## src/rtl/alarm_agg_pkg.sv

```systemverilog
package alarm_agg_pkg;

  localparam int unsigned STAT_W = 16;

  // status bit positions
  localparam int unsigned B_ZERO    = 15;
  localparam int unsigned B_FCOLL   = 13;
  localparam int unsigned B_FNEAR1  = 12;
  localparam int unsigned B_FNEAR2  = 11;
  localparam int unsigned B_DACCLK  = 10;
  localparam int unsigned B_DATACLK = 9;
  localparam int unsigned B_OUTGONE = 8;
  localparam int unsigned B_PATTERN = 7;
  localparam int unsigned B_PLL     = 5;
  localparam int unsigned B_PAR_A   = 4;
  localparam int unsigned B_PAR_B   = 3;
  localparam int unsigned B_PAR_C   = 2;
  localparam int unsigned B_PAR_D   = 1;

  // bits that hold a sticky flop (derived and reserved bits excluded)
  localparam logic [STAT_W-1:0] STICKY_MASK = 16'hBEBE;

  // parity mapping: returns {A,B,C,D}
  function automatic logic [3:0] parity_bits(input logic single,
                                             input logic [3:0] word_err,
                                             input logic [1:0] edge_err);
    logic [3:0] r;
    if (single) r = {edge_err[0], edge_err[1], 2'b00};
    else        r = {word_err[0], word_err[1], word_err[2], word_err[3]};
    return r;
  endfunction

  // mute request from the registered status and the enables
  function automatic logic mute_request(input logic [STAT_W-1:0] st,
                                        input logic en_dac,
                                        input logic en_dat,
                                        input logic en_col);
    return (st[B_DACCLK] & en_dac) | (st[B_DATACLK] & en_dat) |
           (st[B_FCOLL] & en_col);
  endfunction

  function automatic logic out_gone(input logic [STAT_W-1:0] st);
    return st[B_DACCLK] | st[B_DATACLK] | st[B_FCOLL];
  endfunction

endpackage

```

## src/rtl/alarm_event_map.sv

```systemverilog
module alarm_event_map
  import alarm_agg_pkg::*;
(
  input  logic              evt_zero_chk,
  input  logic [2:0]        evt_fifo_code,
  input  logic              evt_dacclk_gone,
  input  logic              evt_dataclk_gone,
  input  logic              evt_pattern,
  input  logic              evt_pll_unlock,
  input  logic              par_single,
  input  logic [3:0]        par_err_word,
  input  logic [1:0]        par_err_edge,
  output logic [STAT_W-1:0] set_vec
);

  logic [3:0] par_abcd;

  always_comb begin
    par_abcd = parity_bits(par_single, par_err_word, par_err_edge);
    set_vec            = '0;
    set_vec[B_ZERO]    = evt_zero_chk;
    set_vec[B_FCOLL]   = evt_fifo_code[2];
    set_vec[B_FNEAR1]  = evt_fifo_code[1];
    set_vec[B_FNEAR2]  = evt_fifo_code[0];
    set_vec[B_DACCLK]  = evt_dacclk_gone;
    set_vec[B_DATACLK] = evt_dataclk_gone;
    set_vec[B_PATTERN] = evt_pattern;
    set_vec[B_PLL]     = evt_pll_unlock;
    set_vec[B_PAR_A]   = par_abcd[3];
    set_vec[B_PAR_B]   = par_abcd[2];
    set_vec[B_PAR_C]   = par_abcd[1];
    set_vec[B_PAR_D]   = par_abcd[0];
  end

endmodule

```

## src/rtl/alarm_status_reg.sv

```systemverilog
module alarm_status_reg
  import alarm_agg_pkg::*;
#(
  parameter logic [STAT_W-1:0] MASK = STICKY_MASK
)(
  input  logic              clk,
  input  logic              rst_n,
  input  logic [STAT_W-1:0] set_vec,
  input  logic              wr_en,
  input  logic [STAT_W-1:0] wr_data,
  output logic [STAT_W-1:0] status_q
);

  logic [STAT_W-1:0] clr_vec;
  assign clr_vec = wr_en ? wr_data : '0;

  for (genvar i = 0; i < STAT_W; i++) begin : g_bit
    if (MASK[i]) begin : g_sticky
      logic q;
      always_ff @(posedge clk) begin
        if (!rst_n) q <= 1'b0;
        else        q <= (q & ~clr_vec[i]) | set_vec[i];
      end
      assign status_q[i] = q;
    end else begin : g_none
      assign status_q[i] = 1'b0;
    end
  end

endmodule

```

## src/rtl/alarm_mute_ctrl.sv

```systemverilog
module alarm_mute_ctrl
  import alarm_agg_pkg::*;
(
  input  logic              clk,
  input  logic              rst_n,
  input  logic [STAT_W-1:0] status_q,
  input  logic              sd_en_dacclk,
  input  logic              sd_en_dataclk,
  input  logic              sd_en_collision,
  output logic              outgone,
  output logic              mute_q
);

  assign outgone = out_gone(status_q);

  always_ff @(posedge clk) begin
    if (!rst_n) mute_q <= 1'b0;
    else        mute_q <= mute_request(status_q, sd_en_dacclk,
                                       sd_en_dataclk, sd_en_collision);
  end

endmodule

```

## src/rtl/sample_mute_mux.sv

```systemverilog
module sample_mute_mux #(
  parameter int unsigned NCH = 4,
  parameter int unsigned SW  = 16
)(
  input  logic              mute,
  input  logic [NCH*SW-1:0] smp_in,
  output logic [NCH*SW-1:0] smp_out
);

  localparam logic [SW-1:0] MID = {1'b1, {(SW-1){1'b0}}};

  for (genvar c = 0; c < NCH; c++) begin : g_ch
    assign smp_out[c*SW +: SW] = mute ? MID : smp_in[c*SW +: SW];
  end

endmodule

```

## src/rtl/alarm_mute_agg.sv

```systemverilog
module alarm_mute_agg
  import alarm_agg_pkg::*;
#(
  parameter int unsigned NCH = 4,
  parameter int unsigned SW  = 16
)(
  input  logic              clk,
  input  logic              rst_n,
  input  logic              evt_zero_chk,
  input  logic [2:0]        evt_fifo_code,
  input  logic              evt_dacclk_gone,
  input  logic              evt_dataclk_gone,
  input  logic              evt_pattern,
  input  logic              evt_pll_unlock,
  input  logic              par_single,
  input  logic [3:0]        par_err_word,
  input  logic [1:0]        par_err_edge,
  input  logic              sd_en_dacclk,
  input  logic              sd_en_dataclk,
  input  logic              sd_en_collision,
  input  logic              wr_en,
  input  logic [15:0]       wr_data,
  input  logic [NCH*SW-1:0] smp_in,
  output logic [15:0]       rd_data,
  output logic [NCH*SW-1:0] smp_out
);

  logic [STAT_W-1:0] set_vec;
  logic [STAT_W-1:0] status_q;
  logic              outgone;
  logic              mute;

  alarm_event_map u_map (
    .evt_zero_chk     (evt_zero_chk),
    .evt_fifo_code    (evt_fifo_code),
    .evt_dacclk_gone  (evt_dacclk_gone),
    .evt_dataclk_gone (evt_dataclk_gone),
    .evt_pattern      (evt_pattern),
    .evt_pll_unlock   (evt_pll_unlock),
    .par_single       (par_single),
    .par_err_word     (par_err_word),
    .par_err_edge     (par_err_edge),
    .set_vec          (set_vec)
  );

  alarm_status_reg #(.MASK(STICKY_MASK)) u_stat (
    .clk      (clk),
    .rst_n    (rst_n),
    .set_vec  (set_vec),
    .wr_en    (wr_en),
    .wr_data  (wr_data),
    .status_q (status_q)
  );

  alarm_mute_ctrl u_mute (
    .clk             (clk),
    .rst_n           (rst_n),
    .status_q        (status_q),
    .sd_en_dacclk    (sd_en_dacclk),
    .sd_en_dataclk   (sd_en_dataclk),
    .sd_en_collision (sd_en_collision),
    .outgone         (outgone),
    .mute_q          (mute)
  );

  sample_mute_mux #(.NCH(NCH), .SW(SW)) u_mux (
    .mute    (mute),
    .smp_in  (smp_in),
    .smp_out (smp_out)
  );

  always_comb begin
    rd_data            = status_q;
    rd_data[B_OUTGONE] = outgone;
  end

endmodule

```

## config.mk

```make
export PLATFORM = sky130hd
export DESIGN_NAME = alarm_mute_agg
export DESIGN_NICKNAME = d
export VERILOG_FILES = /design/src/rtl/alarm_agg_pkg.sv /design/src/rtl/alarm_event_map.sv /design/src/rtl/alarm_status_reg.sv /design/src/rtl/alarm_mute_ctrl.sv /design/src/rtl/sample_mute_mux.sv /design/src/rtl/alarm_mute_agg.sv
export SDC_FILE = /design/constraint.sdc
export NUM_CORES = 1
export LEC_CHECK = 0
export BUFFER_PORTS_ARGS = -buffer_cell sky130_fd_sc_hd__buf_2
export CELL_PAD_IN_SITES_DETAIL_PLACEMENT = 1
export CELL_PAD_IN_SITES_GLOBAL_PLACEMENT = 1
export CORE_MARGIN = 1.5
export CORE_UTILIZATION = 18
export DETAILED_ROUTE_END_ITERATION = 10
export GPL_ROUTABILITY_DRIVEN = 1
export PLACE_DENSITY_LB_ADDON = 0.25
export RECOVER_POWER = 25
export SLEW_MARGIN = 20
export SYNTH_ARGS = -nofsm -noshare
export SYNTH_HDL_FRONTEND = slang
export SYNTH_HIERARCHICAL = 1
export SYNTH_SLANG_ARGS = --single-unit
```

## constraint.sdc

```tcl
create_clock -name clk -period 1.12 [get_ports clk]
set_input_delay 0.168 -clock clk [delete_from_list [all_inputs] [get_ports clk]]
set_output_delay 0.168 -clock clk [all_outputs]
set_load 0.005 [all_outputs]
```

# [Word-level counts from Yosys, hierarchy flattened]
# Cells that the tools add are included.
[word_totals] regBits=13 latch_bits=0 ramBits=0 romBits=0 inputBits=101 output_inout_bits=80 elab_cells=62 memories=0
[op_classes] n_addsub=0 mul=0 n_div=0 magnitude_cmp=0 n_eq_ne=0 shifts=0 n_mux=6 bitwise_logic=43 n_reduce_logical=0
[op_table] cell="16-bit 2-to-1 mux" n=5
[op_table] cell="1-bit OR" n=16
[op_table] cell="1-bit AND" n=15
[op_table] cell="1-bit inverter" n=12
[op_table] cell="4-bit 2-to-1 mux" n=1

# [Logic depth before layout (Yosys ltp)]
[depth] depth_word=4 ltp_mapped=3 depth_no_buf=3

# [By module]
# The synthesis kept the hierarchy.
[by_module_without_submodules] module="alarm_status_reg" n_inst=1 cells_each=67 area_per_inst_um2=629.4
[by_module_without_submodules] module="sample_mute_mux" n_inst=1 cells_each=71 area_per_inst_um2=442.9
[by_module_without_submodules] module="alarm_event_map" n_inst=1 cells_each=17 area_per_inst_um2=133.9
[by_module_without_submodules] module="alarm_mute_ctrl" n_inst=1 cells_each=4 area_per_inst_um2=42.5
[by_module_without_submodules] module="alarm_mute_agg" n_inst=1 cells_each=1 area_per_inst_um2=7.5

# [Worst setup path after synthesis]
# Ideal clock, no wire load.
[synth_timing] kind="register -> output" from="register u_stat.g_bit[9].g_sticky.q" to="output port rd_data[8]" arrival_ns=0.903 setup_slack_ns=0.049 path_stages_with_launch=4 n_path_buf=2 cell_sequence="dfxtp_1 -> buf_4 -> or3_1 -> buf_4"
[synth_via] elab_chain_cells=2
[synth_lines] element="from (decl)" line_no="alarm_status_reg.sv:19" source="logic q;"
[synth_lines] element="from (signal assigned)" line_no="alarm_status_reg.sv:22" source="else q <= (q & ~clr_vec[i]) | set_vec[i];"
[synth_lines] element="1-bit OR (2 in series)" line_no="alarm_agg_pkg.sv:43" source="return st[B_DACCLK] | st[B_DATACLK] | st[B_FCOLL];"
[synth_lines] element="to (decl)" line_no="alarm_mute_agg.sv:24" source="output logic [15:0] rd_data,"
# Every way passes these cells.

# [Worst setup path in the final report]
[layout_timing] from="register u_mute.mute_q" to="output port smp_out[63]"
[layout_via] elab_chain_cells=1
[layout_lines] element="from (decl)" line_no="alarm_mute_ctrl.sv:11" source="output logic mute_q"
[layout_lines] element="from (signal assigned)" line_no="alarm_mute_ctrl.sv:18" source="else mute_q <= mute_request(status_q, sd_en_dacclk,"
[layout_lines] element="16-bit 2-to-1 mux" line_no="sample_mute_mux.sv:13" source="assign smp_out[c*SW +: SW] = mute ? MID : smp_in[c*SW +: SW];"
[layout_lines] element="to (decl)" line_no="alarm_mute_agg.sv:25" source="output logic [NCH*SW-1:0] smp_out"
# Every way passes these cells.

==> out/results.tsv <==
stage	metric	value	unit
timing	finalWorstPathRequiredPeriod	1.27	ns
cts	tritoncts	yes	
floorplan	die_height	85.2	um
setup_path	critPathSlowestCell	sky130_fd_sc_hd__dfxtp_4	
finish	layout-area-overhead-vs-synth	69.6	%
setup_path	worst_path_largest_cell_delay	0.37	ns
hold_path	timing.hold.worst_endpoint	u_stat/g_bit[13].g_sticky.q	
timing	clock-skew-final	0.00341	ns
power	combPwrFrac	0.430	
drt	post_drt_via_cell_ratio	3.98	
cts	clock_sinks	13	
cts	cts.hold.buffers_added	0	
drt	num_vias	1530	
power	power.switching	503	uW
setup_path	rrSetupSlack	0.22	ns
cts	clk_root_buffer_cell	sky130_fd_sc_hd__clkbuf_8	
setup_path	crit_buf_inv	2	
power	peakVddDrop	0.337	mV
finish	final_design_area_no_fill	0.00206	mm2
setup_path	setup.worst_path.end_class	primary output	
setup_path	rr_startpoint	u_stat/g_bit[9].g_sticky.q	
timing	post-route-worst-setup-slack	-0.149	ns
finish	num_antenna_cells	0	
floorplan	die_area	0.00725	mm2
hold_path	hold_path.class	input port to register	
power	share_clk_of_total_power	0.253	
place	gpl.final_weighted_congestion	0.720	
cts	path_clk_slew	0.06	ns
power	share_seq_of_total_power	0.318	
timing	max_freq	788	MHz
floorplan	core_area	0.00642	mm2
setup_path	capture_point_of_the_worst_reg_to_reg_path	u_mute/mute_q	
power	internal_power	1.15	mW
logic_synthesis	post_synth_inst_count	154	
place	place_worst_setup_slack	0.0818	ns
setup_path	startpoint	u_mute/mute_q	
global_route	grt_first_pass_wirelength	7180	um
global_route	grt_remaining_overflow	0	
drt	postRouteAntennaNets	0	
setup_path	critical_path_depth	3	
drt	drt-pass1-iter-count	7	
floorplan	top_level_ports	181	
drt	drc_errors	16	
power	power.leakage	1.18	nW
finish	layout.cells.most_common_list	sky130_fd_sc_hd__buf_2 (173), sky130_fd_sc_hd__nor2b_1 (59), sky130_fd_sc_hd__inv_1 (12)	
timing	setup_viol	64	
floorplan	placementRows	29	
power	power	1.65	mW
drt	first_iter_violations	30	
setup_path	worst-r2r-cell-count	3	
power	p_per_area	802	mW/mm2
outcome	violations_in_the_final_reports	DRC, setup timing	
setup_path	cp_data_required_time	0.95	ns
logic_synthesis	syn-mean-instance-area	7.89	um2
timing	final_max_slew_violation_count	0	
setup_path	arrival	1.10	ns
finish	layout_commonest_cell	sky130_fd_sc_hd__buf_2	
cts	cts_max_path_buffers	2	
timing	finalHoldViolCount	0	
cts	clock_insertion_delay_worst_skew	0.24	ns
timing	rsz0062_at_grt	yes	
place	place.detailed.instances	378	
outcome	status	finished, violations left	
cts	cts-buffers-inserted	3	
logic_synthesis	yosysWarningCount	6	
logic_synthesis	syn_area	0.00121	mm2
finish	stdcell_count	384	
setup_path	setup.worst_path.class	register to primary output	
finish	layout-drive-gt1-share	0.658	
cts	h-tree-depth	1	
place	hpwl	4280	um
drt	routed_wire_length_per_instance	12.6	um
floorplan	start_util	0.189	
hold_path	hold_start	wr_data[13]	
floorplan	die_width	85.2	um
run	maxCapViolCount	0	
global_route	initial_antenna_violation_count	0	
setup_path	path_cells	buf_12 > or2_1 > buf_2	
setup_path	kind_of_launch_point_of_the_worst_setup_path	register	
place	buffer_ports.inserted	173	
timing	post_route_fraction_of_the_period_consumed_by_the_critical_path	1.13	
setup_path	path_max_fanout	13	
drt	postRouteWirelength	4850	um
global_route	maximum_number_of_pins_on_one_net_before_global_route_repair	14	
place	placed_area	0.00200	mm2
global_route	grt.total_usage	0.124	
finish	nNetsFinal	409	
setup_path	critical_path.top_delay_family	flip-flops	
global_route	first_global_vias	1437	
power	p_sw_frac	0.304	
hold_path	worstHoldPathCells	2	
-- timing repair --
action | 4_1_cts | 5_1_grt
endpoints found under the hold margin | 0 | 0
pin swaps | 1 | 1
gates resized for setup | 3 | 1
endpoints found under the setup margin | 61 | 64
setup buffers | 2 | 0
-- per-stage QoR --
step,hold WS [ns],util,TNS [ns]
final,0.118,0.321,-4.23
after floorplan,0.269,-,0
after global placement,0.363,0.311,0
after CTS,0.111,0.321,-5.82
after detailed placement,0.370,0.311,0
after global routing,0.113,0.321,-8.19
-- registers in the layout, indices dropped and copies added (netlist names) --
name                     flops
u_mute/mute_q                1
u_stat/g_bit.g_sticky.q     12
-- power groups by stage --
stage | Clock (mW) | Combinational [mW] | Sequential (mW)
after floorplan | 0 | 0.380 | 0.522
after global placement | 0 | 0.707 | 0.540
after detailed placement | 0 | 0.717 | 0.538
after CTS | 0.448 | 0.729 | 0.527
after global routing | 0.463 | 0.786 | 0.531
final | 0.417 | 0.710 | 0.525
-- routing by layer --
layer / track usage / wire length [um] / vias to the layer above
li1: - / - / 763
met1: 0.124 / 1630 / 668
met2: 0.245 / 2530 / 93
met3: 0.0360 / 626 / 6
met4: 0.0343 / 70 / 0
met5: 0 / 0 / -
-- layout make-up --
type                            instances  area, um2
Clock inverter                          1       5.00
Tap cell                               77       96.3
Fill cell                             841       4360
Clock buffer                            3       41.3
Timing Repair Buffer                  180        931
Multi-Input combinational cell         98        676
Sequential cell                        13        267
Inverter                               12       45.0
-- worst max-delay path by stage --
stage / slack, ns / endpoint
global placement: 0.08 / smp_out[63]
finish: -0.15 / smp_out[63]
detailed placement: 0.08 / smp_out[31]
floorplan: 0.05 / rd_data[8]
global route: -0.20 / smp_out[63]
CTS: -0.17 / smp_out[15]
Power figures use the tool's default switching activity.
